[src/rtl/sfg_pkg.sv]
package sfg_pkg;

    localparam int unsigned FLAG_W = 32;

    // Fixed bit positions in the flags word
    localparam int unsigned POS_CF  = 0;
    localparam int unsigned POS_ONE = 1;
    localparam int unsigned POS_PF  = 2;
    localparam int unsigned POS_AF  = 4;
    localparam int unsigned POS_ZF  = 6;
    localparam int unsigned POS_SF  = 7;
    localparam int unsigned POS_IE  = 9;
    localparam int unsigned POS_DIR = 10;
    localparam int unsigned POS_OF  = 11;

    localparam logic [FLAG_W-1:0] DEFINED_MASK = 32'h0000_0ED5;
    localparam logic [FLAG_W-1:0] FIXED_ONES   = 32'h0000_0002;

    typedef enum logic [1:0] {
        OP_ADD = 2'b00,
        OP_ADC = 2'b01,
        OP_SUB = 2'b10,
        OP_SBB = 2'b11
    } arith_op_e;

    typedef struct packed {
        logic ovf;
        logic sgn;
        logic zro;
        logic aux;
        logic par;
        logic cry;
    } arith_flags_t;

    // Control bits kept as a small vector so both are built by one generate
    localparam int unsigned CTRL_N  = 2;
    localparam int unsigned CT_IE   = 0;
    localparam int unsigned CT_DIR  = 1;

    typedef struct packed {
        arith_flags_t            ar;
        logic [CTRL_N-1:0]       ct;
    } flag_state_t;

    localparam flag_state_t STATE_RESET = '0;

    function automatic logic is_sub(arith_op_e o);
        return o[1];
    endfunction

    function automatic logic uses_cin(arith_op_e o);
        return o[0];
    endfunction

    function automatic logic even_ones8(logic [7:0] b);
        return ~(^b);
    endfunction

    function automatic logic [FLAG_W-1:0] pack_state(flag_state_t s);
        logic [FLAG_W-1:0] w;
        w = FIXED_ONES;
        w[POS_CF]  = s.ar.cry;
        w[POS_PF]  = s.ar.par;
        w[POS_AF]  = s.ar.aux;
        w[POS_ZF]  = s.ar.zro;
        w[POS_SF]  = s.ar.sgn;
        w[POS_OF]  = s.ar.ovf;
        w[POS_IE]  = s.ct[CT_IE];
        w[POS_DIR] = s.ct[CT_DIR];
        return w;
    endfunction

    function automatic flag_state_t unpack_word(logic [FLAG_W-1:0] w);
        flag_state_t s;
        s.ar.cry      = w[POS_CF];
        s.ar.par      = w[POS_PF];
        s.ar.aux      = w[POS_AF];
        s.ar.zro      = w[POS_ZF];
        s.ar.sgn      = w[POS_SF];
        s.ar.ovf      = w[POS_OF];
        s.ct[CT_IE]   = w[POS_IE];
        s.ct[CT_DIR]  = w[POS_DIR];
        return s;
    endfunction

endpackage

[src/rtl/sfg_arith_eval.sv]
module sfg_arith_eval
    import sfg_pkg::*;
#(
    parameter int unsigned DATA_W = 32
) (
    input  arith_op_e           op,
    input  logic                cin,
    input  logic [DATA_W-1:0]   opa,
    input  logic [DATA_W-1:0]   opb,
    input  logic [DATA_W-1:0]   res,
    output arith_flags_t        flags
);
    localparam int unsigned MSB = DATA_W - 1;
    localparam int unsigned NIB = 4;

    logic              sub;
    logic              c_eff;
    logic [NIB-1:0]    a_lo;
    logic [NIB-1:0]    b_lo;
    logic [NIB-1:0]    b_lo_n;
    logic [DATA_W-1:0] b_n;
    logic              add_cry;
    logic              sub_brw;
    logic              add_aux;
    logic              sub_aux;
    logic              sgn_a;
    logic              sgn_b;
    logic              sgn_r;

    assign sub    = is_sub(op);
    assign c_eff  = uses_cin(op) & cin;
    assign a_lo   = opa[NIB-1:0];
    assign b_lo   = opb[NIB-1:0];
    assign b_n    = ~opb;
    assign b_lo_n = ~b_lo;
    assign sgn_a  = opa[MSB];
    assign sgn_b  = opb[MSB];
    assign sgn_r  = res[MSB];

    // a + b + c carries out exactly when a exceeds (all-ones - b - c)
    assign add_cry = c_eff ? (opa >= b_n)    : (opa > b_n);
    // a - b - c borrows exactly when a is below b + c
    assign sub_brw = c_eff ? (opa <= opb)    : (opa < opb);
    assign add_aux = c_eff ? (a_lo >= b_lo_n) : (a_lo > b_lo_n);
    assign sub_aux = c_eff ? (a_lo <= b_lo)  : (a_lo < b_lo);

    always_comb begin
        flags.cry = sub ? sub_brw : add_cry;
        flags.aux = sub ? sub_aux : add_aux;
        flags.zro = (res == '0);
        flags.sgn = sgn_r;
        flags.par = even_ones8(res[7:0]);
        if (sub) begin
            flags.ovf = (sgn_a != sgn_b) && (sgn_r != sgn_a);
        end else begin
            flags.ovf = (sgn_a == sgn_b) && (sgn_r != sgn_a);
        end
    end

endmodule

[src/rtl/sfg_ctrl_next.sv]
module sfg_ctrl_next
    import sfg_pkg::*;
#(
    parameter int unsigned NBITS = CTRL_N
) (
    input  logic [NBITS-1:0] cur,
    input  logic [NBITS-1:0] set_req,
    input  logic [NBITS-1:0] clr_req,
    output logic [NBITS-1:0] nxt
);
    for (genvar i = 0; i < NBITS; i++) begin : g_bit
        always_comb begin
            if (clr_req[i]) begin
                nxt[i] = 1'b0;
            end else if (set_req[i]) begin
                nxt[i] = 1'b1;
            end else begin
                nxt[i] = cur[i];
            end
        end
    end

endmodule

[src/rtl/sfg_word_reg.sv]
module sfg_word_reg
    import sfg_pkg::*;
(
    input  logic                 clk,
    input  logic                 rst,
    input  logic                 restore_en,
    input  logic [FLAG_W-1:0]    restore_word,
    input  logic                 upd_en,
    input  arith_flags_t         ar_new,
    input  logic [CTRL_N-1:0]    ct_new,
    output flag_state_t          state
);
    flag_state_t state_d;

    always_comb begin
        state_d = state;
        if (restore_en) begin
            state_d = unpack_word(restore_word);
        end else begin
            if (upd_en) begin
                state_d.ar = ar_new;
            end
            state_d.ct = ct_new;
        end
    end

    always_ff @(posedge clk) begin
        if (rst) begin
            state <= STATE_RESET;
        end else begin
            state <= state_d;
        end
    end

endmodule

[src/rtl/status_flag_unit.sv]
module status_flag_unit
    import sfg_pkg::*;
#(
    parameter int unsigned DATA_W = 32
) (
    input  logic              clk,
    input  logic              rst,
    input  logic              upd_en,
    input  logic [1:0]        op,
    input  logic              cin,
    input  logic [DATA_W-1:0] opa,
    input  logic [DATA_W-1:0] opb,
    input  logic [DATA_W-1:0] res,
    input  logic              dir_set,
    input  logic              dir_clr,
    input  logic              ie_set,
    input  logic              ie_clr,
    input  logic              restore_en,
    input  logic [31:0]       restore_word,
    output logic [31:0]       flags_word
);
    arith_flags_t       ar_calc;
    flag_state_t        state;
    logic [CTRL_N-1:0]  ct_set;
    logic [CTRL_N-1:0]  ct_clr;
    logic [CTRL_N-1:0]  ct_nxt;

    sfg_arith_eval #(.DATA_W(DATA_W)) u_eval (
        .op    (arith_op_e'(op)),
        .cin   (cin),
        .opa   (opa),
        .opb   (opb),
        .res   (res),
        .flags (ar_calc)
    );

    always_comb begin
        ct_set         = '0;
        ct_clr         = '0;
        ct_set[CT_DIR] = dir_set;
        ct_clr[CT_DIR] = dir_clr;
        ct_set[CT_IE]  = ie_set;
        ct_clr[CT_IE]  = ie_clr;
    end

    sfg_ctrl_next #(.NBITS(CTRL_N)) u_ctrl (
        .cur     (state.ct),
        .set_req (ct_set),
        .clr_req (ct_clr),
        .nxt     (ct_nxt)
    );

    sfg_word_reg u_reg (
        .clk          (clk),
        .rst          (rst),
        .restore_en   (restore_en),
        .restore_word (restore_word),
        .upd_en       (upd_en),
        .ar_new       (ar_calc),
        .ct_new       (ct_nxt),
        .state        (state)
    );

    assign flags_word = pack_state(state);

endmodule

[config.mk]
export PLATFORM = sky130hd
export DESIGN_NAME = status_flag_unit
export DESIGN_NICKNAME = d
export VERILOG_FILES = /design/src/rtl/sfg_pkg.sv /design/src/rtl/sfg_arith_eval.sv /design/src/rtl/sfg_ctrl_next.sv /design/src/rtl/sfg_word_reg.sv /design/src/rtl/status_flag_unit.sv
export SDC_FILE = /design/constraint.sdc
export NUM_CORES = 1
export LEC_CHECK = 0
export ABC_AREA = 1
export BUFFER_PORTS_ARGS = -buffer_cell sky130_fd_sc_hd__clkbuf_2
export CAP_MARGIN = 20
export CORE_MARGIN = 5
export CORE_UTILIZATION = 35
export DETAILED_ROUTE_END_ITERATION = 7
export PLACE_DENSITY = 0.69
export SYNTH_ARGS = -nofsm -noshare
export SYNTH_HDL_FRONTEND = slang
export SYNTH_SLANG_ARGS = --single-unit
[constraint.sdc]
create_clock -name clk -period 1.7 [get_ports clk]
set_clock_uncertainty 0.2 [all_clocks]
set_input_delay 0.255 -clock clk [delete_from_list [all_inputs] [get_ports clk]]
set_output_delay 0.255 -clock clk [all_outputs]
set_load 0.01 [all_outputs]
# Yosys cells after proc, flatten, opt, wreduce, memory -nomap -nowiden
# Index checks and enable logic that the tools add are counted.
dict set report word_totals {
  register_bits 8
  latch_bits 0
  ramBits 0
  rom_bits 0
  in_bits 139
  wordCells 43
  n_memories 0
}
dict set report op_classes {
  addsub 0
  n_mul 0
  div_mod_pow 0
  magnitude_cmp 8
  eq_ne 3
  shift 0
  n_mux 13
  n_bitwise 4
  n_reduce_logical 7
}
# cell count
set ops {}
lappend ops {{$ge 32x32->1} 1}
lappend ops {{$gt 32x32->1} 1}
lappend ops {{$le 32x32->1} 1}
lappend ops {{$logic_not 32->1} 1}
lappend ops {{$lt 32x32->1} 1}
lappend ops {{$not 32->32} 1}
lappend ops {{$mux 1} 11}
lappend ops {{$mux 8} 1}
lappend ops {{$reduce_xor 8->1} 1}
lappend ops {{$mux 6} 1}
lappend ops {{$reduce_bool 3->1} 2}
lappend ops {{$ge 4x4->1} 1}
lappend ops {{$gt 4x4->1} 1}
lappend ops {{$le 4x4->1} 1}
lappend ops {{$lt 4x4->1} 1}
lappend ops {{$not 4->4} 1}
lappend ops {{$logic_and 1x1->1} 2}
lappend ops {{$ne 1x1->1} 2}
lappend ops {{$reduce_bool 2->1} 1}
lappend ops {{$and 1x1->1} 1}
lappend ops {{$eq 1x1->1} 1}
lappend ops {{$not 1->1} 1}

# Longest topological paths before layout
dict set report depth {
  ltp_word 6
  ltp_mapped 15
  mapped_depth_nobuf 15
}

# Modules after synthesis
# Synthesis repeated with hierarchy kept, for this count alone.
dict set report hier_totals {
  hier_cells 401
  area_unflattened_um2 2543.7
}
# mod n_inst cells_per_inst area_per_inst_um2 seq_area_each_um2
set by_module_without_submodules {}
lappend by_module_without_submodules {sfg_arith_eval 1 317 1974.4 0.0}
lappend by_module_without_submodules {sfg_word_reg 1 54 366.6 160.2}
lappend by_module_without_submodules {status_flag_unit 1 26 187.7 0.0}
lappend by_module_without_submodules {sfg_ctrl_next 1 4 15.0 0.0}

# Worst setup path before layout
# OpenSTA, ideal clock, no wires.
dict set report synth_path {
  path_kind {input -> register}
  start {in opb[7]}
  end {reg u_reg.state[2] (netlist name)}
  setup_time_ns 0.067
  t_arrival_ns 1.521
  path_slack_ns -0.088
  cell_stages 14
  path_buffers 0
  path_cell_list {inv_1 ha_1 or2_1 nor2_1 nand2_1 nor2_1 nand2_1 nand2_1 nor2_1 nand2_1 nand2_1 nand2_1 nand2_1 a21oi_2}
}
dict set report synth_via {
  elab_chain_cells 6
}
# item line_no
set synth_lines {}
lappend synth_lines {{from (decl)} status_flag_unit.sv:12} ;# input logic [DATA_W-1:0] opb,
lappend synth_lines {{$not 32->32} sfg_arith_eval.sv:34} ;# assign b_n = ~opb;
lappend synth_lines {{$gt 32x32->1 / $ge 32x32->1 (equally long branches)} sfg_arith_eval.sv:41} ;# assign add_cry = c_eff ? (opa >= b_n) : (opa > b_n);
lappend synth_lines {{$mux 1} sfg_arith_eval.sv:41}
lappend synth_lines {{$mux 1 *} sfg_arith_eval.sv:48} ;# flags.cry = sub ? sub_brw : add_cry;
lappend synth_lines {{$mux 6 *} sfg_word_reg.sv:20} ;# if (upd_en) begin
lappend synth_lines {{$mux 8 *} sfg_word_reg.sv:17} ;# if (restore_en) begin
# Mark *: on every way between the ends. The rest lies on a longest branch, timed or not. The select of a mux whose other input is x is not followed.
# A chain may end at the register's enable or synchronous reset.

# Worst setup path after layout
dict set report layout_path {
  start {in opa[31]}
  end {reg u_reg.state[2] (netlist name)}
}
dict set report layout_via {
  elab_chain_cells 5
}
# item line_no
set layout_lines {}
lappend layout_lines {{from (decl)} status_flag_unit.sv:11} ;# input logic [DATA_W-1:0] opa,
lappend layout_lines {{$gt 32x32->1 (tied with other cells)} sfg_arith_eval.sv:41}
lappend layout_lines {{$mux 1 (on tied branches)} {sfg_arith_eval.sv:41, sfg_arith_eval.sv:43}}
lappend layout_lines {{$mux 1 *} sfg_arith_eval.sv:48}
lappend layout_lines {{$mux 6 *} sfg_word_reg.sv:20}
lappend layout_lines {{$mux 8 *} sfg_word_reg.sv:17}
# Marked as above.

==> summary.md <==
| Metric | Value |
|---|---|
| Status | `finished, violations left` |
| Failing checks | `negative setup slack` |
| Crit path cell chain | `clkbuf_2, ha_4, nor2_4, buf_4, nand3_1, nand3_1, nor2_1, nand2_2, nor2_2, nand2_1, nand2_1, nand2_1, nand2_1, a21oi_2` |
| Number of flops mapped to enable cells by yosys | `0` |
| Mapped Area | `around 2500 sq um` |
| Total GRT Usage | `around 15%` |
| Post-Synth Adder-Cell Area | `about 34%` |
| Top Ports | `~170` |
| CP bufs+invs | `2` |
| Mean Syn Cell Area | `roughly 6.3 sq um` |
| R2r startpoint | `u_reg.state[1]` |
| Vias/cell | `4.438` |
| Slew Limit Fails | `0` |
| Crit-path slowest cell | `ha_4` |
| RSZ-0062 raised after global routing | `yes` |
| Worst Path Required | `roughly 1.6 ns` |
| Largest regs | `u_reg.state (8)` |
| Top reg by flops | `u_reg.state` |
| Final antenna-violating net count | `0` |
| Power per cell area | `334.0 nW/um^2` |
| Synth Area in Simple Gates | `a little over a quarter` |
| Predominant post-synthesis flop cell | `dfxtp_1` |
| Kind of critical path | `input pin to register` |
| Max Fclk | `slightly below 600 MHz` |
| Share of layout cells above drive strength 1 | `46.02%` |
| Synth Area in XOR/XNOR | `1.064%` |
| Initial antenna violation count | `0` |
| DRT Wirelength | `a little under 8000 um` |
| Clock buffer count from CTS | `3` |
| Die Area | `between 8000 and 9000 sq um` |
| Clk slew on worst S/H paths | `about 0.04 ns` |
| Hold Path Depth | `3` |
| Synth top cells by count | `nand2_1 (83), inv_1 (78), ha_1 (68)` |
| Crit end category | `register` |
| Synth Area in Compound Gates | `a little over a tenth` |
| Leakage power | `0.002339 uW` |
| Final RePlAce weighted congestion | `about 0.85` |
| Cells after Synth | `389` |
| Drt pass-1 iters | `4` |
| CTS Buffer Depth | `2` |
| Most frequent cell after synthesis | `nand2_1` |
| Post-route DRC | `0` |
| Largest area contributor in the netlist | `ha_1` |
| HPWL Detailed | `approximately 6400 um` |
| Max reg flops | `8` |
| Hold Crit Class | `input pin to register` |
| Number of DRC markers in iteration 0 | `45` |
| Antenna cells | `0` |
| Port bufs | `approximately 120` |
| Root Buffer Master | `clkbuf_8` |
| Fin Setup TNS | `-0.01358 ns` |
| # fillers | `about 640` |
| Die width | `93.99 um` |
| Sequential area share after synthesis | `under 10%` |
| Rows | `30` |
| Initial Util | `36.14%` |
| WL/cell | `~12 um` |
| Distinct cells, synth | `31` |
| Tmin final | `between 1.5 and 2 ns` |
| Clk_lat worst skew | `0.22 ns` |
| Final hold vios | `0` |
| Proportion of synthesized area in mux cells | `0%` |
| Synth Warn # | `0` |
| Worst-case reg-to-reg path depth | `4` |
| Fin area | `4177 sq um` |
| CTS tree | `done` |
| Largest family of logic cells by synthesized area | `adder cells` |
| Arr. time, crit path | `1.62 ns` |
| First-pass GRT wire length | `~11000 um` |
| Vias in the first global route | `2829` |
| Crit-path leading delay family | `simple AND/OR/NAND/NOR gates` |
| Period utilization | `100.8%` |
| Clk sink count | `8` |
| Largest net degree at the start of global routing | `9` |
| Die Span Y | `approximately 94 um` |
| # nets final | `roughly 790` |
| Hold endpoint | `u_reg.state[3]` |
| Synth-to-Final Area Change | `69.18%` |
| HP Start | `restore_word[2]` |
| Most frequent CP cell | `nand2_1` |
| Post-place instance area | `approximately 3600 sq um` |
| Total of max-cap violations | `0` |
| VDD IR max | `~0.14 mV` |
| Synth area leaders | `ha_1 (34%), nand2_1 (13%), inv_1 (12%), buf_4 (7.3%), dfxtp_1 (6.5%)` |
| Final worst slack | `-0.01358 ns` |
| Synth top area share | `between 30% and 40%` |
| Reg2reg end | `u_reg.state[1]` |
| Reg2Reg Setup Slack | `about 0.79 ns` |
| Via Count | `around 3000` |
| Crit-path max FO | `5` |
| Final-report setup violation count | `1` |
| Core box area | `slightly below 7000 sq um` |
| CTS H-Tree Depth | `1` |
| Startpoint type of the worst setup path | `input pin` |
| Yosys reg bits | `8` |
| CP peak stage delay | `between 0.3 and 0.4 ns` |
| Congestion Overflow GR | `0` |
| Synth async-reset ratio | `0%` |
## stage by stage
| step | util (%) | hold slack (ns) | total power (uW) | cells | worst slack (ns) |
|---|---|---|---|---|---|
| global route | 61.14 | 0.1134 | 1534 | 674 | -0.1053 |
| global placement | 53.04 | 0.2526 | 964.2 | 663 | -0.2846 |
| detailed placement | 53.04 | 0.2856 | 988.3 | 663 | -0.3093 |
| CTS | 54.84 | 0.08734 | 1246 | 667 | 0.007276 |
| finish | 61.14 | 0.08769 | 1395 | 674 | -0.01358 |
| floorplan | - | 0.2244 | 655.8 | 411 | -0.009017 |
## cells by family after synthesis
| kind of cell | Yosys count |
|---|---|
| simple gates | 158 |
| compound gates | 46 |
| other cells | 2 |
| fa+ha+maj | 68 |
| xor+xnor | 3 |
| flops | 8 |
| buf+inv | 104 |
## how the worst max path moves through the flow
stage | start | end | slack, ns | depth (start not counted)
after detailed placement | opb[30] | u_reg.state[2] | -0.31 | 14
final | opa[31] | u_reg.state[2] | -0.01 | 14
after global placement | opa[7] | u_reg.state[2] | -0.28 | 14
after global routing | opb[21] | u_reg.state[2] | -0.11 | 13
after CTS | opb[6] | u_reg.state[2] | 0.007 | 15
after floorplan | opb[7] | u_reg.state[2] | -0.009 | 14
## final cells by class
| class | instances | area [sq um] | area share [%] |
|---|---|---|---|
| multi-input cells | 299 | 2375 | 56.86 |
| repair buffers | 190 | 1180 | 28.25 |
| inverters | 78 | 300.3 | 7.190 |
| flip-flops and latches | 8 | 160.2 | 3.835 |
| well taps | 96 | 120.1 | 2.876 |
| clock buffers | 3 | 41.29 | 0.9886 |
## repair_timing
action / in CTS / in global routing
pin swaps: 10 / 34
setup endpoints to repair: 1 / 2
hold buffers: 0 / 0
gates resized for setup: 14 / 69
cloned: 0 / 0
buffers inserted: 1 / 7
## tightest hold or removal path: stages
cell	delay, ns
clkbuf_2	0.08
nand2_1	0.05
a31oi_1	0.07
## report_power, final
part	internal (uW)	total [uW]	switching, uW
Combinational	496	964	468
Sequential	203	210	7.05
Clock	153	222	68.7
## layer usage
layer  wire length (um)  global-route usage [%]
met1               3143                   17.93
met2               4285                   29.86
met3                351                   1.362
met4                 93                   2.166
met5                  0                       0
## cell usage in the layout, fill, tap and decap left out, types with 5 or more instances in the layout
cell      count
nand2_2       7
clkbuf_2    113
nand3_1       6
ha_4         27
o21ai_0       5
nor2_1       26
conb_1       24
nor2_2       12
dfxtp_1       8
inv_2         8
nand4_1       7
nor2_4        7
buf_4        70
ha_1         41
nand2_1      77
inv_1        67
a21oi_1      26
Power figures use the tool's default switching activity.
